File: src/rtl/vgt_pkg.sv
package vgt_pkg;

    localparam int GRP_W = 8;
    localparam logic [GRP_W-1:0] DIRECT_LAST = 8'd32;
    localparam logic [GRP_W-1:0] SEQ_FIRST   = 8'd33;
    localparam logic [GRP_W-1:0] GRP_LAST    = 8'd254;
    localparam logic [GRP_W-1:0] GRP_NONE    = 8'd0;
    localparam logic [GRP_W-1:0] GRP_BAD     = 8'd255;

    localparam logic [1:0] MODE_KEY = 2'b00;
    localparam logic [1:0] MODE_PAR = 2'b01;

    // bit3 end pulse, bit2 retrigger, bit1 hold, bit0 level sense
    typedef struct packed {
        logic end_pulse;
        logic retrig;
        logic hold;
        logic level;
    } grp_opt_t;

    typedef struct packed {
        logic             valid;
        logic             from_strobe;
        logic [GRP_W-1:0] grp;
    } press_t;

    typedef enum logic {
        ST_IDLE,
        ST_PLAY
    } play_st_t;

    function automatic logic [GRP_W-1:0] step_next(input logic [GRP_W-1:0] cur);
        return (cur >= GRP_LAST) ? SEQ_FIRST : cur + 8'd1;
    endfunction

endpackage

File: src/rtl/vgt_debounce.sv
module vgt_debounce #(
    parameter int DB_SHORT = 1,
    parameter int DB_LONG  = 128
) (
    input  logic clk,
    input  logic rst,
    input  logic tick_i,
    input  logic long_i,
    input  logic raw_i,
    output logic level_o
);
    localparam int CW = $clog2(DB_LONG + 1);

    logic [CW-1:0] cnt;
    logic [CW-1:0] lim;

    assign lim = long_i ? CW'(DB_LONG) : CW'(DB_SHORT);

    always_ff @(posedge clk) begin
        if (rst) begin
            level_o <= 1'b0;
            cnt     <= '0;
        end else if (raw_i == level_o) begin
            cnt <= '0;
        end else if (tick_i) begin
            if (cnt >= lim - CW'(1)) begin
                level_o <= raw_i;
                cnt     <= '0;
            end else begin
                cnt <= cnt + CW'(1);
            end
        end
    end
endmodule

File: src/rtl/vgt_input_stage.sv
module vgt_input_stage #(
    parameter int N_IN     = 9,
    parameter int SYNC_LEN = 2,
    parameter int DB_SHORT = 1,
    parameter int DB_LONG  = 128
) (
    input  logic            clk,
    input  logic            rst,
    input  logic            tick_i,
    input  logic            long_i,
    input  logic [N_IN-1:0] raw_i,
    output logic [N_IN-1:0] clean_o
);
    logic [N_IN-1:0] sync_q [SYNC_LEN];

    always_ff @(posedge clk) begin
        if (rst) begin
            for (int s = 0; s < SYNC_LEN; s++) sync_q[s] <= '0;
        end else begin
            sync_q[0] <= raw_i;
            for (int s = 1; s < SYNC_LEN; s++) sync_q[s] <= sync_q[s-1];
        end
    end

    for (genvar i = 0; i < N_IN; i++) begin : g_line
        vgt_debounce #(
            .DB_SHORT(DB_SHORT),
            .DB_LONG (DB_LONG)
        ) u_db (
            .clk    (clk),
            .rst    (rst),
            .tick_i (tick_i),
            .long_i (long_i),
            .raw_i  (sync_q[SYNC_LEN-1][i]),
            .level_o(clean_o[i])
        );
    end
endmodule

File: src/rtl/vgt_req_decode.sv
module vgt_req_decode
    import vgt_pkg::*;
(
    input  logic             clk,
    input  logic             rst,
    input  logic [1:0]       mode_i,
    input  logic [GRP_W-1:0] sel_i,
    input  logic             strobe_i,
    output press_t           press_o,
    output logic [GRP_W-1:0] step_ptr_o
);
    logic [GRP_W-1:0] prev_code;
    logic             prev_strobe;
    logic             key_mode, par_mode;
    logic             code_ok, key_press, strobe_rise, step_press, par_press;

    assign key_mode    = (mode_i == MODE_KEY);
    assign par_mode    = (mode_i == MODE_PAR);
    assign code_ok     = (sel_i != GRP_NONE) && (sel_i <= DIRECT_LAST);
    assign key_press   = key_mode && code_ok && (sel_i != prev_code);
    assign strobe_rise = strobe_i && !prev_strobe;
    assign step_press  = key_mode && strobe_rise && !key_press;
    assign par_press   = par_mode && strobe_rise &&
                         (sel_i != GRP_NONE) && (sel_i != GRP_BAD);

    always_comb begin
        press_o = '0;
        if (key_press) begin
            press_o.valid = 1'b1;
            press_o.grp   = sel_i;
        end else if (step_press) begin
            press_o.valid       = 1'b1;
            press_o.from_strobe = 1'b1;
            press_o.grp         = step_ptr_o;
        end else if (par_press) begin
            press_o.valid       = 1'b1;
            press_o.from_strobe = 1'b1;
            press_o.grp         = sel_i;
        end
    end

    always_ff @(posedge clk) begin
        if (rst) begin
            prev_code   <= GRP_NONE;
            prev_strobe <= 1'b0;
            step_ptr_o  <= SEQ_FIRST;
        end else begin
            prev_code   <= sel_i;
            prev_strobe <= strobe_i;
            if (step_press) step_ptr_o <= step_next(step_ptr_o);
        end
    end
endmodule

File: src/rtl/vgt_play_fsm.sv
module vgt_play_fsm
    import vgt_pkg::*;
(
    input  logic             clk,
    input  logic             rst,
    input  press_t           press_i,
    input  grp_opt_t         opt_i,
    input  logic [GRP_W-1:0] sel_i,
    input  logic             strobe_i,
    input  logic             done_i,
    output logic             start_o,
    output logic             stop_o,
    output logic             end_pulse_o,
    output logic [GRP_W-1:0] grp_o,
    output logic             busy_o
);
    play_st_t st_q, st_d;
    grp_opt_t opt_q, opt_d;
    logic     src_q, src_d;
    logic [GRP_W-1:0] grp_d;
    logic     start_d, stop_d, end_d;
    logic     held, edge_hold, level_hold;

    assign held       = src_q ? strobe_i : (sel_i == grp_o);
    assign edge_hold  = !opt_q.level && opt_q.hold;
    assign level_hold = opt_q.level && opt_q.hold;
    assign busy_o     = (st_q == ST_PLAY);

    always_comb begin
        st_d    = st_q;
        opt_d   = opt_q;
        src_d   = src_q;
        grp_d   = grp_o;
        start_d = 1'b0;
        stop_d  = 1'b0;
        end_d   = 1'b0;
        unique case (st_q)
            ST_IDLE: begin
                if (press_i.valid) begin
                    st_d    = ST_PLAY;
                    opt_d   = opt_i;
                    src_d   = press_i.from_strobe;
                    grp_d   = press_i.grp;
                    start_d = 1'b1;
                end
            end
            ST_PLAY: begin
                if (press_i.valid && edge_hold) begin
                    st_d   = ST_IDLE;
                    stop_d = 1'b1;
                    end_d  = opt_q.end_pulse;
                end else if (press_i.valid && opt_q.retrig) begin
                    opt_d   = opt_i;
                    src_d   = press_i.from_strobe;
                    grp_d   = press_i.grp;
                    start_d = 1'b1;
                end else if (level_hold && !held) begin
                    st_d   = ST_IDLE;
                    stop_d = 1'b1;
                    end_d  = opt_q.end_pulse;
                end else if (done_i) begin
                    if (level_hold) begin
                        start_d = 1'b1;
                    end else begin
                        st_d  = ST_IDLE;
                        end_d = opt_q.end_pulse;
                    end
                end
            end
            default: st_d = ST_IDLE;
        endcase
    end

    always_ff @(posedge clk) begin
        if (rst) begin
            st_q        <= ST_IDLE;
            opt_q       <= '0;
            src_q       <= 1'b0;
            grp_o       <= GRP_NONE;
            start_o     <= 1'b0;
            stop_o      <= 1'b0;
            end_pulse_o <= 1'b0;
        end else begin
            st_q        <= st_d;
            opt_q       <= opt_d;
            src_q       <= src_d;
            grp_o       <= grp_d;
            start_o     <= start_d;
            stop_o      <= stop_d;
            end_pulse_o <= end_d;
        end
    end
endmodule

File: src/rtl/vgrp_trigger_ctrl.sv
module vgrp_trigger_ctrl
    import vgt_pkg::*;
#(
    parameter int DB_SHORT = 1,
    parameter int DB_LONG  = 128,
    parameter int SYNC_LEN = 2
) (
    input  logic             clk,
    input  logic             rst,
    input  logic             tick_i,
    input  logic [1:0]       mode_i,
    input  logic [GRP_W-1:0] sel_i,
    input  logic             seq_key_i,
    input  logic             long_db_i,
    input  logic [3:0]       opt_i,
    input  logic             play_done_i,
    output logic [GRP_W-1:0] opt_addr_o,
    output logic             start_o,
    output logic [GRP_W-1:0] grp_o,
    output logic             stop_o,
    output logic             stop_pulse_o,
    output logic             busy_o
);
    localparam int N_IN = GRP_W + 1;

    logic [N_IN-1:0]  clean;
    logic [GRP_W-1:0] sel_db;
    logic             strobe_db;
    press_t           press;
    logic [GRP_W-1:0] step_ptr;

    vgt_input_stage #(
        .N_IN    (N_IN),
        .SYNC_LEN(SYNC_LEN),
        .DB_SHORT(DB_SHORT),
        .DB_LONG (DB_LONG)
    ) u_in (
        .clk    (clk),
        .rst    (rst),
        .tick_i (tick_i),
        .long_i (long_db_i),
        .raw_i  ({seq_key_i, sel_i}),
        .clean_o(clean)
    );

    assign sel_db    = clean[GRP_W-1:0];
    assign strobe_db = clean[GRP_W];

    vgt_req_decode u_dec (
        .clk       (clk),
        .rst       (rst),
        .mode_i    (mode_i),
        .sel_i     (sel_db),
        .strobe_i  (strobe_db),
        .press_o   (press),
        .step_ptr_o(step_ptr)
    );

    assign opt_addr_o = press.grp;

    vgt_play_fsm u_fsm (
        .clk        (clk),
        .rst        (rst),
        .press_i    (press),
        .opt_i      (grp_opt_t'(opt_i)),
        .sel_i      (sel_db),
        .strobe_i   (strobe_db),
        .done_i     (play_done_i),
        .start_o    (start_o),
        .stop_o     (stop_o),
        .end_pulse_o(stop_pulse_o),
        .grp_o      (grp_o),
        .busy_o     (busy_o)
    );
endmodule

File: config.mk
export PLATFORM = sky130hd
export DESIGN_NAME = vgrp_trigger_ctrl
export DESIGN_NICKNAME = d
export VERILOG_FILES = /design/src/rtl/vgt_pkg.sv /design/src/rtl/vgt_debounce.sv /design/src/rtl/vgt_input_stage.sv /design/src/rtl/vgt_req_decode.sv /design/src/rtl/vgt_play_fsm.sv /design/src/rtl/vgrp_trigger_ctrl.sv
export SDC_FILE = /design/constraint.sdc
export NUM_CORES = 1
export LEC_CHECK = 0
export ABC_AREA = 1
export CORE_AREA = 2 2 100 199
export DETAILED_ROUTE_END_ITERATION = 6
export DIE_AREA = 0 0 102 201
export REMOVE_ABC_BUFFERS = 1
export SYNTH_ARGS = -nofsm -noshare
export SYNTH_HDL_FRONTEND = slang
export SYNTH_SLANG_ARGS = --single-unit
File: constraint.sdc
create_clock -name clk -period 2.9 [get_ports clk]
set_input_delay 0.725 -clock clk [delete_from_list [all_inputs] [get_ports clk]]
set_output_delay 0.725 -clock clk [all_outputs]
set_load 0.02 [all_outputs]
==> results of run 1 <==
-- repair_timing --
item | CTS | global route
setup buffers | 0 | 0
gates resized for setup | 35 | 4
endpoints found under the setup margin | 8 | 6
-- power groups by stage --
stage          clock network, mW  registers [mW]  logic (mW)
6_report                    2.29            1.86       0.231
4_1_cts                     2.35            1.86       0.234
5_1_grt                     2.43            1.86       0.267
2_1_floorplan                  0            1.90       0.127
3_5_place_dp                   0            1.90       0.233
3_3_place_gp                   0            1.90       0.228
-- cell families (layout without fill, tap and decap cells) --
family | after synthesis | count (layout) | share of synthesized area, %
AOI/OAI and AO/OA | 107 | 107 | 8.34
xor gates and xnor gates | 52 | 52 | 6.09
adders and majority gates | 74 | 74 | 12.4
buffers and inverters | 130 | 215 | 7.71
DFF | 133 | 133 | 35.6
and+or+nand+nor | 496 | 496 | 29.9
-- worst paths after layout --
path | start | slack [ns] | cells after the start | to
worst max-delay path | mode_i[1] | 0.1 | 6 | opt_addr_o[7]
worst min-delay path | u_in.sync_q[0][3]$_SDFF_PP0_ | 0.40 | 2 | u_in.sync_q[0][12]$_SDFF_PP0_
worst max register to register | u_in.g_line[8].u_db.level_o$_SDFFE_PP0P_ | 0.86 | 11 | u_fsm.grp_o[1]$_SDFFE_PP0P_
worst min register to register | u_in.sync_q[0][3]$_SDFF_PP0_ | 0.40 | 2 | u_in.sync_q[0][12]$_SDFF_PP0_
-- critical path: stages --
cell	delay (ns)
dlygate4sd2_1	0.30
nor3_4	0.29
buf_4	0.18
nand3_1	0.08
o21ai_1	0.14
dlygate4sd2_1	0.36
-- cell usage after synthesis (11+ instances only) --
library cell / instances
dfxtp_1: 133
nand2_1: 220
nand3b_1: 24
a21boi_0: 11
nand3_1: 21
inv_1: 101
xor2_1: 37
a21oi_1: 52
nor3b_1: 12
xnor2_1: 15
o21ai_0: 26
nor2_1: 169
ha_1: 74
nand4_1: 25
-- layout make-up --
class                      instances  area, µm²  share of cell area (%)
timing repair buffer              77        678                    7.58
clock inverter                    12        176                    1.97
inverter                         106        398                    4.45
multi-input combinational        729       4250                    47.5
sequential                       133       2670                    29.8
tap                              259        324                    3.62
clock buffer                      20        457                    5.10
-- sequential cells by signal, summed over array words and instances (netlist names) --
signal                    count
u_in.g_line.u_db.cnt         72
u_dec.prev_code               8
u_fsm.start_o                 1
u_fsm.grp_o                   8
u_fsm.src_q                   1
u_dec.step_ptr_o              8
u_fsm.opt_q                   4
u_in.sync_q                  18
u_dec.prev_strobe             1
u_in.g_line.u_db.level_o      9
u_fsm.end_pulse_o             1
u_fsm.stop_o                  1
u_fsm.busy_o                  1
-- per-layer routing --
| metal | part of all wire (%) | track usage [%] |
|---|---|---|
| met5 | 0 | 0 |
| met4 | 1.6 | 5.24 |
| met3 | 2.6 | 2.99 |
| met2 | 48 | 26.2 |
| met1 | 48 | 21.0 |
==> summary.txt, run 1 <==
Pwr
  – Seq pwr share: a little over two fifths
  – Total power: roughly 4.4 mW
  – VDD IR max: about 0.00041 V
  – Logic gate share of total power: 5.3%
  – Switching share of power: roughly 22%
  – Net Sw Power: 0.958 mW
  – Clk pwr share: 52.3%
  – P per Cell Area: 489 mW/mm²
  – Internal power: roughly 3.4 mW
  – Leak: about 3.9 nW

Finish
  – Commonest non-fill, non-tap cells in the layout: nand2_1, nor2_1, dfxtp_1, inv_1, ha_1
  – Fin area: between 0.008 and 0.009 mm²
  – Final net count: between 1k and 1.5k
  – Fillers: 1935
  – Final Util: roughly 47%
  – Non-filler cells, final: ~1.3k
  – Share of post-route cells with drive strength above 1: under 10%
  – Layout Area Growth over Synthesis: 19.6%
  – Commonest non-fill, non-tap cell in the layout: nand2_1
  – N_diodes: 0

Synth
  – FF+latch count, synth: approximately 130
  – Synth area leader: dfxtp_1
  – Yosys top cell area share: a little over a third
  – FFs w/ async S/R, synth: 0%
  – Ys flop type: dfxtp_1
  – Number of synthesized flops with an enable pin: 0
  – Synth top area cells: dfxtp_1, ha_1, nand2_1, nor2_1, inv_1
  – Mapped Cells: a little under 1k
  – Synthesis Warnings: 0
  – Synth unique cells: 39
  – Sequential area share after synthesis: a little over a third
  – Post-Syn Area: 0.00748 mm²
  – Avg Cell Area, Syn: ~7.5 µm²

Floorplanning
  – Die height: roughly 200 µm
  – Die W: 102 µm
  – DIE AREA: roughly 0.021 mm²
  – Rows: 72
  – CORE AREA: ~0.019 mm²
  – Top Ports: 40
  – Initial Util: about two fifths

Global route
  – Gr usage total: between 10% and 20%
  – Largest net degree at the start of global routing: 40
  – Initial antenna violation count: 0
  – GR Overflow Total: 0
  – Number of global-route vias before repair: 6054
  – First-pass GRT wire length: 27100 µm

Timing
  – Worst slew pin tran: between 0.5 and 0.6 ns
  – Hold slack: between 0.4 and 0.5 ns
  – Setup TNS: 0 ns
  – Fin worst setup slack: between 0.09 and 0.1 ns
  – Final Hold Viols: 0
  – RSZ-0062 raised after global routing: false
  – Max Freq: around 360 MHz
  – Final Skew: approximately 0.011 ns
  – Final Slew Violations: 0
  – Min Tclk post-route: between 2 and 3 ns
  – Period utilization: 96.6%
  – Max-Slew Margin vs Limit: between 60 and 70%
  – Setup violators final: 0

CTS
  – Worst skew pair latency: 0.41 ns
  – CTS Hold Bufs: 0
  – CTS H-Tree Depth: 4
  – CTS sink cnt: about 130
  – CTS Root Cell: clkbuf_16
  – CTS tree: yes
  – CTS buffer count: 17
  – Clk slew on worst S/H paths: ~0.06 ns
  – Max clock buf depth: 2

Run status
  – Status: finished clean

Placement
  – DP Cell Count: around 1.3k
  – Dpl ws: -0.494 ns
  – # port buffers: 39
  – RD Place Congestion: just over 0.8
  – DP Area: about 0.0083 mm²
  – HPWL Detailed: between 10000 and 15000 µm

Worst setup path
  – Setup crit end kind: output pin
  – CP arrival: roughly 2.1 ns
  – Crit path kind: input pin to output pin
  – WP data required: about 2.2 ns
  – CP Max Fanout: 4
  – Startpoint Class: input pin

Routing
  – Drt via density: between 4 and 5
  – WL per Instance: about 12 µm
  – DR pass1 iterations: 4
  – Post-route antenna net violation count: 0
  – Detailed Route WL: 15600 µm
  – Drt initial violations: 270
  – Vias: about 6.3k
  – DRC: 0

Job
  – Max-Cap Viols: 0

Hold path
  – HP Class: flop to flop
(Power assumes the default switching activity.)
==> run 2: changes to the inputs <==
--- a/config.mk
+++ b/config.mk
@@ -10,6 +10,7 @@
 export DETAILED_ROUTE_END_ITERATION = 6
 export DIE_AREA = 0 0 102 201
 export REMOVE_ABC_BUFFERS = 1
+export SLEW_MARGIN = 20
 export SYNTH_ARGS = -nofsm -noshare
 export SYNTH_HDL_FRONTEND = slang
 export SYNTH_SLANG_ARGS = --single-unit
==> results of run 2 <==
Same layout as run 1: the final DEF is identical, and so are final timing and power.
